===== config.mk =====
export PLATFORM = sky130hd
export DESIGN_NAME = uart_tx_path
export DESIGN_NICKNAME = d
export VERILOG_FILES = /design/src/rtl/uart_tx_pkg.sv /design/src/rtl/tx_fifo.sv /design/src/rtl/tx_hold.sv /design/src/rtl/tx_shifter.sv /design/src/rtl/uart_tx_path.sv
export SDC_FILE = /design/constraint.sdc
export NUM_CORES = 1
export LEC_CHECK = 0
export BUFFER_PORTS_ARGS = -buffer_cell sky130_fd_sc_hd__buf_2
export CORE_MARGIN = 10
export CORE_UTILIZATION = 25
export CTS_CLUSTER_SIZE = 25
export DETAILED_ROUTE_END_ITERATION = 6
export GPL_TIMING_DRIVEN = 1
export SLEW_MARGIN = 40
export SYNTH_ARGS = -nofsm -noshare
export SYNTH_HDL_FRONTEND = slang
export SYNTH_HIERARCHICAL = 1
export SYNTH_SLANG_ARGS = --single-unit

===== constraint.sdc =====
create_clock -name clk -period 8.7 [get_ports clk]
set_input_delay 1.305 -clock clk [delete_from_list [all_inputs] [get_ports clk]]
set_output_delay 1.305 -clock clk [all_outputs]
set_load 0.1 [all_outputs]

===== src/rtl/uart_tx_pkg.sv =====
package uart_tx_pkg;
  localparam int DATA_W  = 8;
  localparam int FRAME_W = 12;
  localparam int CNT_W   = 4;

  typedef struct packed {
    logic [1:0] word_len;
    logic       parity_en;
    logic       parity_odd;
    logic       two_stop;
  } tx_cfg_t;

  // Bit 0 is sent first; unused upper positions stay high.
  function automatic logic [FRAME_W-1:0] build_frame(input logic [DATA_W-1:0] d,
                                                     input tx_cfg_t c);
    logic [FRAME_W-1:0] f;
    logic               p;
    int                 nd;
    nd   = int'(c.word_len) + 5;
    f    = '1;
    f[0] = 1'b0;
    p    = c.parity_odd;
    for (int i = 0; i < DATA_W; i++) begin
      if (i < nd) begin
        f[1+i] = d[i];
        p      = p ^ d[i];
      end
    end
    if (c.parity_en) f[1+nd] = p;
    return f;
  endfunction

  function automatic logic [CNT_W-1:0] frame_len(input tx_cfg_t c);
    return CNT_W'(7) + {{(CNT_W-2){1'b0}}, c.word_len}
         + {{(CNT_W-1){1'b0}}, c.parity_en}
         + {{(CNT_W-1){1'b0}}, c.two_stop};
  endfunction
endpackage


===== src/rtl/tx_fifo.sv =====
module tx_fifo #(
  parameter int DEPTH = 16,
  parameter int WIDTH = 8
) (
  input  logic             clk,
  input  logic             rst,
  input  logic             wr_en,
  input  logic [WIDTH-1:0] wr_data,
  input  logic             pop,
  output logic [WIDTH-1:0] rd_data,
  output logic             empty,
  output logic             full
);
  localparam int AW = (DEPTH > 1) ? $clog2(DEPTH) : 1;
  localparam int CW = $clog2(DEPTH + 1);

  logic [WIDTH-1:0] mem [DEPTH];
  logic [AW-1:0]    wr_ptr, rd_ptr;
  logic [CW-1:0]    count;
  logic             push, do_pop;

  assign full    = (count == CW'(DEPTH));
  assign empty   = (count == '0);
  assign push    = wr_en && !full;
  assign do_pop  = pop && !empty;
  assign rd_data = mem[rd_ptr];

  always_ff @(posedge clk) begin
    if (push) mem[wr_ptr] <= wr_data;
  end

  function automatic logic [AW-1:0] bump(input logic [AW-1:0] p);
    return (p == AW'(DEPTH - 1)) ? '0 : p + 1'b1;
  endfunction

  always_ff @(posedge clk) begin
    if (rst) begin
      wr_ptr <= '0;
      rd_ptr <= '0;
      count  <= '0;
    end else begin
      if (push)   wr_ptr <= bump(wr_ptr);
      if (do_pop) rd_ptr <= bump(rd_ptr);
      case ({push, do_pop})
        2'b10:   count <= count + 1'b1;
        2'b01:   count <= count - 1'b1;
        default: count <= count;
      endcase
    end
  end

  p_no_overflow_r8: assert property (@(posedge clk) disable iff (rst)
    (full && wr_en) |=> $stable(wr_ptr));
  p_count_bound_r8: assert property (@(posedge clk) disable iff (rst)
    count <= CW'(DEPTH));
endmodule


===== src/rtl/tx_hold.sv =====
module tx_hold #(
  parameter int WIDTH = 8
) (
  input  logic             clk,
  input  logic             rst,
  input  logic             fifo_empty,
  input  logic [WIDTH-1:0] fifo_data,
  input  logic             take,
  output logic             pop,
  output logic             hold_full,
  output logic [WIDTH-1:0] hold_data
);
  assign pop = !hold_full && !fifo_empty;

  always_ff @(posedge clk) begin
    if (rst) begin
      hold_full <= 1'b0;
      hold_data <= '0;
    end else if (pop) begin
      hold_full <= 1'b1;
      hold_data <= fifo_data;
    end else if (take) begin
      hold_full <= 1'b0;
    end
  end

  p_hold_keep_r8: assert property (@(posedge clk) disable iff (rst)
    (hold_full && !take) |=> (hold_full && $stable(hold_data)));
endmodule


===== src/rtl/tx_shifter.sv =====
module tx_shifter
  import uart_tx_pkg::*;
(
  input  logic              clk,
  input  logic              rst,
  input  logic              baud_tick,
  input  logic              hold_full,
  input  logic [DATA_W-1:0] hold_data,
  input  tx_cfg_t           cfg,
  output logic              take,
  output logic              sh_empty,
  output logic              tx_out
);
  logic [FRAME_W-1:0] shreg, src_bits;
  logic [CNT_W-1:0]   bits_left, src_cnt;

  assign sh_empty = (bits_left == '0);
  assign take     = hold_full && sh_empty;

  always_comb begin
    src_bits = shreg;
    src_cnt  = bits_left;
    if (take) begin
      src_bits = build_frame(hold_data, cfg);
      src_cnt  = frame_len(cfg);
    end
  end

  always_ff @(posedge clk) begin
    if (rst) begin
      shreg     <= '1;
      bits_left <= '0;
      tx_out    <= 1'b1;
    end else if (baud_tick && (src_cnt != '0)) begin
      tx_out    <= src_bits[0];
      shreg     <= {1'b1, src_bits[FRAME_W-1:1]};
      bits_left <= src_cnt - 1'b1;
    end else begin
      if (baud_tick) tx_out <= 1'b1;
      shreg     <= src_bits;
      bits_left <= src_cnt;
    end
  end

  p_tick_paced_r6: assert property (@(posedge clk) disable iff (rst)
    !baud_tick |=> $stable(tx_out));
  p_start_low_r2: assert property (@(posedge clk) disable iff (rst)
    (baud_tick && take) |=> !tx_out);
  p_rest_high_r2: assert property (@(posedge clk) disable iff (rst)
    (baud_tick && sh_empty && !take) |=> tx_out);
endmodule


===== src/rtl/uart_tx_path.sv =====
module uart_tx_path #(
  parameter int FIFO_DEPTH = 16
) (
  input  logic       clk,
  input  logic       rst,
  input  logic       wr_en,
  input  logic [7:0] wr_data,
  input  logic       baud_tick,
  input  logic [1:0] cfg_word_len,
  input  logic       cfg_parity_en,
  input  logic       cfg_parity_odd,
  input  logic       cfg_two_stop,
  output logic       tx_out,
  output logic       fifo_full,
  output logic       tx_empty
);
  import uart_tx_pkg::*;

  tx_cfg_t           cfg;
  logic [DATA_W-1:0] q_data, h_data;
  logic              q_empty, pop, h_full, take, sh_empty;

  assign cfg = '{word_len: cfg_word_len, parity_en: cfg_parity_en,
                 parity_odd: cfg_parity_odd, two_stop: cfg_two_stop};

  tx_fifo #(.DEPTH(FIFO_DEPTH), .WIDTH(DATA_W)) u_fifo (
    .clk(clk), .rst(rst), .wr_en(wr_en), .wr_data(wr_data), .pop(pop),
    .rd_data(q_data), .empty(q_empty), .full(fifo_full));

  tx_hold #(.WIDTH(DATA_W)) u_hold (
    .clk(clk), .rst(rst), .fifo_empty(q_empty), .fifo_data(q_data),
    .take(take), .pop(pop), .hold_full(h_full), .hold_data(h_data));

  tx_shifter u_shift (
    .clk(clk), .rst(rst), .baud_tick(baud_tick), .hold_full(h_full),
    .hold_data(h_data), .cfg(cfg), .take(take), .sh_empty(sh_empty),
    .tx_out(tx_out));

  always_ff @(posedge clk) begin
    if (rst) tx_empty <= 1'b1;
    else     tx_empty <= q_empty && !h_full && sh_empty;
  end

  p_empty_line_high_r10: assert property (@(posedge clk) disable iff (rst)
    tx_empty |-> tx_out);
endmodule


# After elaboration in Yosys (flattened, before gate mapping)
# Memory sizes are Yosys's and may differ from the RTL's. A register that Yosys moved wholly into a read port is not among the register bits.
# Cells that the tools add are included.
totals:
  input_bits: 17
  reg_bits: 32
  mem_count: 1
  ramBits: 128
  wordCells: 110
  output_inout_bits: 3
memory_table:
  columns: ["name", "words", "width", "rd", "rd_clocked_by_memory_dff", "wr", "line", "rtl"]
  rows:
  - ["u_fifo.mem", 16, 8, 1, 1, 1, "tx_fifo.sv:17", "logic [WIDTH-1:0] mem [DEPTH];"]
op_classes:
  add_sub_neg: 10
  magnitude_cmp: 10
  eq_ne: 5
  n_bitwise: 8
  n_mux: 49
  reduce_logical: 18
ops:
  columns: ["cell", "count"]
  rows:
  - ["$lt 4x32->1 const A", 4]
  - ["$lt 3x32->1 const A", 2]
  - ["$mux 1", 39]
  - ["$add 2x32->32 const A", 1]
  - ["$ge 32x1->1 const B", 1]
  - ["$lt 1x32->1 const A", 1]
  - ["$lt 2x32->1 const A", 1]
  - ["$lt 32x6->1 const B", 1]
  - ["$mux 12", 2]
  - ["$mux 4", 4]
  - ["$bwmux 12", 1]
  - ["$mux 11", 1]
  - ["$pmux 5 s2", 1]
  - ["$add 4x1->4", 2]
  - ["$add 4x1->4 const B", 2]
  - ["$eq 4x4->1 const B", 2]
  - ["$logic_and 1x1->1", 8]
  - ["$xor 1x1->1", 8]
  - ["$reduce_bool 2->1", 3]
  - ["$add 5x1->5 const B", 1]
  - ["$eq 5x5->1 const B", 1]
  - ["$logic_not 5->1", 1]
  - ["$sub 5x1->5 const B", 1]
  - ["$add 2x3->4 const B", 1]
  - ["9 further kinds", 11]

# Longest topological paths before layout
# Gate-level depths: netlist of the first run.
depth:
  word_depth: 29
  ltp_mapped: 16
  depth_no_buf: 12

# By module
# The synthesis of the first run kept the hierarchy.
by_module_without_submodules:
  columns: ["mod", "seq_area_each_um2", "cells_per_inst", "instances", "area_per_inst_um2"]
  rows:
  - ["tx_fifo", 4184.0, 296, 1, 5855.6]
  - ["tx_shifter", 340.3, 156, 1, 1267.5]
  - ["tx_hold", 180.2, 39, 1, 369.1]
  - ["uart_tx_path", 20.0, 3, 1, 31.3]

# Worst setup path before layout of the first run
# OpenSTA, ideal clock, no wires.
synth_path:
  path_kind: "flip-flop to output port"
  from: "register u_fifo.count[1]"
  to: "output port fifo_full"
  arrival_time_ns: 2.318
  slack_ns: 5.077
  required_time_ns: 7.395
  path_buffers: 2
  stages_incl_launch_ff: 5
  path_cell_list: "dfxtp_1 > buf_6 > or4_4 > buf_6 > nor2_1"
synth_between:
  elab_chain_len: 1
synth_rtl:
  columns: ["element", "line", "rtl"]
  rows:
  - ["from (decl)", "tx_fifo.sv:19", "logic [CW-1:0] count;"]
  - ["from (signal assigned)", "tx_fifo.sv:45", "2'b10: count <= count + 1'b1;"]
  - ["from (signal assigned)", "tx_fifo.sv:46", "2'b01: count <= count - 1'b1;"]
  - ["from (signal assigned)", "tx_fifo.sv:47", "default: count <= count;"]
  - ["$eq 5x5->1", "tx_fifo.sv:22", "assign full = (count == CW'(DEPTH));"]
  - ["to (decl)", "uart_tx_path.sv:14", "output logic fifo_full,"]
# No other way between the ends.

# Worst setup path after layout of the first run
layout_path:
  from: "input port cfg_word_len[0]"
  to: "register u_shift.shreg[9]"
layout_between:
  elab_chain_len: 29
  word_cells_on_any_way: 48
  classes_between: "add/sub (5); order compare (10); mux (23); bitwise (7); reduce/logical (3)"
layout_rtl:
  columns: ["element", "line", "rtl"]
  rows:
  - ["from (decl)", "uart_tx_path.sv:9", "input logic [1:0] cfg_word_len,"]
  - ["$add 2x3->4", "uart_tx_pkg.sv:19", "nd = int'(c.word_len) + 5;"]
  - ["$lt 1x32->1", "uart_tx_pkg.sv:24", "if (i < nd) begin"]
  - ["$mux 1", "uart_tx_pkg.sv:24", null]
  - ["$mux 1", "tx_shifter.sv:23", "if (take) begin"]
  - ["$xor 1x1->1", "uart_tx_pkg.sv:26", "p = p ^ d[i];"]
  - ["$mux 1", "uart_tx_pkg.sv:24", null]
  - ["$mux 1", "tx_shifter.sv:23", null]
  - ["$xor 1x1->1", "uart_tx_pkg.sv:26", null]
  - ["(+13 left out)", null, null]
  - ["$mux 1", "tx_shifter.sv:23", null]
  - ["$xor 1x1->1", "uart_tx_pkg.sv:26", null]
  - ["$mux 1", "uart_tx_pkg.sv:24", null]
  - ["$mux 1", "tx_shifter.sv:23", null]
  - ["$bwmux 12", "uart_tx_pkg.sv:29", "if (c.parity_en) f[1+nd] = p;"]
  - ["$mux 12", "uart_tx_pkg.sv:29", null]
  - ["$mux 12", "tx_shifter.sv:23", null]
  - ["$mux 11 *", "tx_shifter.sv:34", "end else if (baud_tick && (src_cnt != '0)) begin"]
  - ["to (signal assigned)", "tx_shifter.sv:36", "shreg <= {1'b1, src_bits[FRAME_W-1:1]};"]
  - ["to (signal assigned)", "tx_shifter.sv:40", "shreg <= src_bits;"]
  - ["to (decl)", "tx_shifter.sv:14", "logic [FRAME_W-1:0] shreg, src_bits;"]
# Mark *: on every way between the ends. The rest lies on a longest branch, timed or not. The select of a mux whose other input is x is not followed.
# A chain may end at the register's enable or synchronous reset.

==> impl_metrics.ini, run 1 <==
[floorplan]
pin_count = 20
die-width_um = 193
num_rows = 63
start_util = 0.254
die_area_um2 = 37400
core_um2 = 29600
dieHeight_um = 193

[synth]
synth_area_um2 = 7520
synth_seq_cells = 172
async_flop_share = 0
synth-edff-count = 128
synth_top_area_frac = 0.511
yosys_warnings = 6
synth.distinct_cells = 60
synth_ff_type = edfxtp_1
synthCells = 494
synthTopCellsByArea = edfxtp_1 (51%), mux4_2 (12%), dfxtp_1 (12%)
syn-num-nets = 526
synth.avg_cell_area_um2 = 15.2
yosysSeqAreaShare = 0.628
yosysTopAreaCell = edfxtp_1

[timing]
final_max_slew_viol_count = 0
hold_viol = 0
hold_slack_ns = 0.462
setup_viol = 0
fin_crit_ns = 3.64
clock.fmax_mhz = 275
fin_worst_skew_ns = 0.0135
tns_ns = 0
period_share = 0.418
relSlewSlack = 0.514
rsz0062_at_grt = no
worstMarginPinSlew_ns = 0.726

[setup_path]
end_kind = flop
cp-start-kind = primary input
cp.arrival_ns = 3.94
cpPeakStageDelay_ns = 0.42
worstPathRequired_ns = 9.01
worstPathMaxFanout = 17
critical_path_class = in2reg
crit_slowest_cell = a31o_2
path_cells = buf_2 -> inv_1 -> ha_1 -> inv_1 -> ha_1 -> fa_1 -> xnor2_1 -> o211ai_1 -> a31o_2 -> or3_1 -> a21oi_1 -> a31oi_1

[status]
status = finished, final reports clean

[power]
p_sw_frac = 0.343
p_seq_frac = 0.392
combPwrFrac = 0.317
power.clock.fraction = 0.291
peakVddDrop_mv = 0.151
switching_power_uw = 897
p_leak_nw = 2.81
finalPower_mw = 2.61
power.density_nw_per_um2 = 302
p_int_mw = 1.72

[final_layout]
final_area_um2 = 8650
layout-drive-gt1-share = 0.220
mostFrequentLayoutCell = edfxtp_1
nFillCells = 2984
layout_common_cells = edfxtp_1 (128), dfxtp_1 (43), mux4_2 (40)
nets = 541
area_delta_synth_final_pct = 14.9
diodes = 0

[cts]
cts_resized = 0
cts_buffers = 17
numClockSinks = 172
cts-root-buf = clkbuf_16
cts_setup_buffers = 0
cts_buffer_depth = 2
clk_latency_ns = 0.44
cts.hold.buffers_added = 0
cts_tree = done
clk_transition_reported_paths_ns = 0.07
cts_max_level = 4

[detailed_routing]
drcViolationCount = 0
highest_layer = met4
vias = 4120
wl_met2_um = 6700
wl_per_cell_um = 15.7
drt-vias-per-instance = 4.52
wl_met3_um = 599
ant_nets = 0
met1Wirelength_um = 6830
routed_wl_um = 14300
drtIter0Drc = 285
dr.pass1.iters = 5

[global_routing]
antenna_found_initial = 0
grt_usage = 0.0792
gr-total-overflow = 0
grt_pass1_wl_um = 23700
grt_pass1_vias = 4223
grt_max_degree = 47

[run]
maxCapViolations = 0

[place]
placed_area_um2 = 8040
portBuffers = 19
hpwl_um = 9670
place.gp.congestion = 0.802

[hold_path]
hold_class = reg2reg
==> cells by family after synthesis <==
logic type               after synthesis  share of synthesized area
XOR/XNOR                              17                     0.0246
buffers and inverters                 41                     0.0281
adder cells (fa/ha/maj)               15                     0.0259
flip-flops                           172                      0.628
AND/OR/NAND/NOR                      115                     0.0868
AO/OA/AOI/OAI                         85                     0.0745
multiplexers                          49                      0.132
==> area by class of cell <==
type                            instances  area (µm²)  area share
Tap cell                              390         488      0.0564
Inverter                               14        52.6     0.00608
Timing Repair Buffer                   23         128      0.0148
Clock inverter                         15         178      0.0205
Clock buffer                           17         425      0.0492
Multi-Input combinational cell        281        2650       0.306
Sequential cell                       172        4730       0.547
==> power groups by stage <==
stage | registers (mW) | clock network, mW | logic, mW
after floorplan | 1.04 | 0 | 0.673
after global placement | 1.04 | 0 | 0.816
after detailed placement | 1.04 | 0 | 0.831
after CTS | 1.02 | 0.781 | 0.833
after global routing | 1.04 | 0.820 | 0.919
final | 1.02 | 0.760 | 0.829
==> layer usage <==
layer,up-vias,global-route usage
met5,-,0
met4,0,0.0283
met3,16,0.0232
met2,83,0.120
met1,2072,0.105
li1,1949,-
==> flip-flops by register name (all words and copies together) (netlist names), named ones only <==
signal and count:
u_fifo/wr_ptr 4, u_fifo/count 5, tx_empty 1, u_shift/bits_left 4, u_shift/tx_out 1, u_hold/hold_full 1, u_shift/shreg 12, u_fifo/mem 128
u_hold/hold_data 8, u_fifo/rd_ptr 4
==> path summary, 6_finish.rpt <==
path / from / end / slack (ns) / cells past startpoint
hold reg to reg: u_shift/tx_out / u_shift/tx_out / 0.46 / 1
hold / removal: u_shift/tx_out / u_shift/tx_out / 0.46 / 1
setup / recovery: cfg_word_len[0] / u_shift/shreg[9] / 5.06 / 12
setup reg to reg: u_fifo/count[1] / u_fifo/count[4] / 5.15 / 12
==> Yosys cell counts (2+ instances only) <==
| master | n |
|---|---|
| nor2b_1 | 5 |
| and3_1 | 3 |
| o21ai_4 | 2 |
| xnor2_2 | 3 |
| clkbuf_1 | 7 |
| mux4_2 | 40 |
| dfxtp_1 | 44 |
| a211o_1 | 2 |
| a311o_1 | 2 |
| ha_1 | 14 |
| xnor2_1 | 8 |
| or4_4 | 2 |
| nand3b_1 | 3 |
| nor2_1 | 26 |
| a21oi_1 | 27 |
| buf_6 | 6 |
| o21ai_0 | 23 |
| o311ai_0 | 2 |
| nand2b_1 | 5 |
| or3_1 | 4 |
| nand2_1 | 23 |
| or3b_1 | 8 |
| a31oi_1 | 6 |
| xor2_1 | 5 |
| edfxtp_1 | 128 |
| a21o_1 | 3 |
| o211ai_1 | 3 |
| buf_2 | 7 |
| mux2i_1 | 7 |
| nor4b_1 | 5 |
| o2111a_1 | 2 |
| mux2_2 | 2 |
| buf_1 | 6 |
| inv_1 | 14 |
| nor3_1 | 7 |
| nand4_1 | 2 |
| nand3_1 | 2 |
| and2_1 | 14 |
==> metrics by stage <==
| step | utilization | std cells | setup slack (ns) |
|---|---|---|---|
| global placement | 0.270 | 880 | 4.70 |
| global route | 0.292 | 912 | 4.84 |
| floorplan | - | 494 | 5.08 |
| CTS | 0.292 | 912 | 5.10 |
| detailed placement | 0.271 | 880 | 4.62 |
| finish | 0.292 | 912 | 5.06 |
==> worst max-delay path: cells and delay by family <==
kind            cells  cell delay (ns)
compound gates      4             0.85
simple gates        1             0.38
xor+xnor            1             0.25
fa+ha+maj           3             0.86
buf+inv             3             0.31
Power figures use the tool's default switching activity.
==> inputs of run 2 (changes only) <==
- clock period: 8.7 -> 3.14 ns (I/O delays scaled with it)
==> impl_metrics.ini, run 2 (synthesis gave the netlist of run 1 again) <==
[detailed_routing]
drtIter0Drc = 326
wl_per_cell_um = 15.4
routed_wl_um = 14200
ant_nets = 0
drcViolationCount = 0
dr.pass1.iters = 4
vias = 4155
drt-vias-per-instance = 4.49

[power]
p_sw_frac = 0.340
finalPower_mw = 7.37
switching_power_mw = 2.50
peakVddDrop_mv = 0.450
p_leak_nw = 2.88
power.clock.fraction = 0.289
p_int_mw = 4.87
combPwrFrac = 0.317
p_seq_frac = 0.393
power.density_nw_per_um2 = 841

[global_routing]
antenna_found_initial = 0
met1_usage = 0.0991
grt_max_degree = 47
use_met2 = 0.121
use_met3 = 0.0218
top_usage_layer = met2
gr-total-overflow = 0
grt_usage = 0.0765
grt_pass1_vias = 4210
grt_pass1_wl_um = 23200

[timing]
tns_ns = 0
relSlewSlack = 0.632
setup_viol = 0
final_max_slew_viol_count = 0
fin_crit_ns = 2.89
clock.fmax_mhz = 346
rsz0062_at_grt = no
fin_worst_skew_ns = 0.0166
hold_viol = 0
worstMarginPinSlew_ns = 0.551
period_share = 0.921

[cts]
clk_latency_ns = 0.43
cts_resized = 0
clk_transition_reported_paths_ns = 0.08
cts-root-buf = clkbuf_16
cts_buffer_depth = 2
cts.hold.buffers_added = 0
cts_max_level = 4
cts_setup_buffers = 0
cts_tree = done
cts_buffers = 17
numClockSinks = 172

[hold_path]
whs_endpoint = u_fifo/mem[11][3]
hold_class = in2reg
min-delay-start = wr_data[3]
worstHoldPathCells = 1

[run]
maxCapViolations = 0

[floorplan]
start_util = 0.254
die_area_um2 = 37400
core_um2 = 29600
pin_count = 20
dieHeight_um = 193
num_rows = 63
die-width_um = 193

[setup_path]
r2r_end = u_fifo/count[4]
r2r-start = u_fifo/count[1]
critical_path_class = reg2reg
cp-start-kind = flop
regToRegSetupSlack_ns = 0.25
path_cells = or4_4 -> nor2_4 -> nor2_1 -> o21ai_4 -> inv_1 -> ha_1 -> xor2_1 -> ha_1 -> and3b_1 -> o21ai_0 -> a31oi_1 -> mux2_2
rr_worst_depth = 12
cp.arrival_ns = 3.21
cpPeakStageDelay_ns = 0.64
worstPathRequired_ns = 3.46
crit_slowest_cell = or4_4
path_common_cell = ha_1
end_kind = flop
worstPathMaxFanout = 8

[place]
place.gp.congestion = 0.789
hpwl_um = 9960
portBuffers = 19

[final_layout]
top_regs = u_fifo/mem: 128 flops, u_shift/shreg: 12 flops, u_hold/hold_data: 8 flops
mostFrequentLayoutCell = edfxtp_1
layout_common_cells = edfxtp_1 (128), dfxtp_1 (43), mux4_2 (40)
area_delta_synth_final_pct = 16.5
diodes = 0
layout-drive-gt1-share = 0.241
largest_reg_flops = 128
nets = 555
regMostFlops = u_fifo/mem

[status]
status = finished, final reports clean
## run 2: cell count changes in the layout (fill, tap and decap cells not counted), sizes merged
| cell | previous run | this run |
|---|---|---|
| buf | 23 | 37 |
| clkinv | 6 | 8 |
| inv | 23 | 21 |
## run 2: cell type report
class / count / area [µm²]
Clock inverter: 15 / 209
Multi-Input combinational cell: 281 / 2620
Sequential cell: 172 / 4730
Fill cell: 2976 / 20900
Timing Repair Buffer: 37 / 245
Clock buffer: 17 / 425
Inverter: 14 / 52.6
Tap cell: 390 / 488
## run 2: worst max-delay path by stage
| stage | startpoint | to | slack (ns) | depth (start not counted) |
|---|---|---|---|---|
| after floorplan | u_fifo/count[1] | u_fifo/count[4] | 0.05 | 16 |
| after global placement | cfg_word_len[1] | u_shift/shreg[4] | 0.18 | 10 |
| final | u_fifo/count[1] | u_fifo/count[4] | 0.25 | 12 |
| after global routing | u_fifo/count[1] | u_fifo/count[4] | 0.05 | 12 |
| after CTS | u_fifo/count[1] | u_fifo/count[4] | 0.25 | 12 |
| after detailed placement | cfg_word_len[0] | u_shift/shreg[9] | 0.13 | 12 |
## run 2: per-layer routing
metal  up-vias  share of wire
met5         -              0
met4         0         0.0073
met3         8          0.033
met2        78           0.49
met1      2095           0.47
li1       1974              -
## run 2: power by group through the flow
stage / clock network (mW) / logic [mW] / registers, mW
after global placement: 0 / 2.33 / 2.95
after global routing: 2.31 / 2.58 / 2.94
after CTS: 2.20 / 2.35 / 2.90
final: 2.13 / 2.34 / 2.90
after floorplan: 0 / 1.88 / 2.89
after detailed placement: 0 / 2.34 / 2.95
## run 2: critical path: cells and delay by family, from the launching register on
family,cells,cell delay (ns)
muxes,1,0.34
DFF,1,0.39
and+or+nand+nor,4,1.02
buffers and inverters,1,0.10
adders and majority gates,2,0.40
AOI/OAI and AO/OA,3,0.39
xor gates and xnor gates,1,0.14
## run 2: through the flow
stage / std cells / cell area, µm² / utilization / hold WS [ns] / worst slack (ns)
floorplan: 494 / 7530 / - / 0.453 / 0.0526
global placement: 894 / 8130 / 0.274 / 0.444 / 0.183
detailed placement: 894 / 8130 / 0.274 / 0.448 / 0.130
CTS: 926 / 8770 / 0.296 / 0.394 / 0.247
global route: 926 / 8770 / 0.296 / 0.407 / 0.0521
finish: 926 / 8770 / 0.296 / 0.417 / 0.249
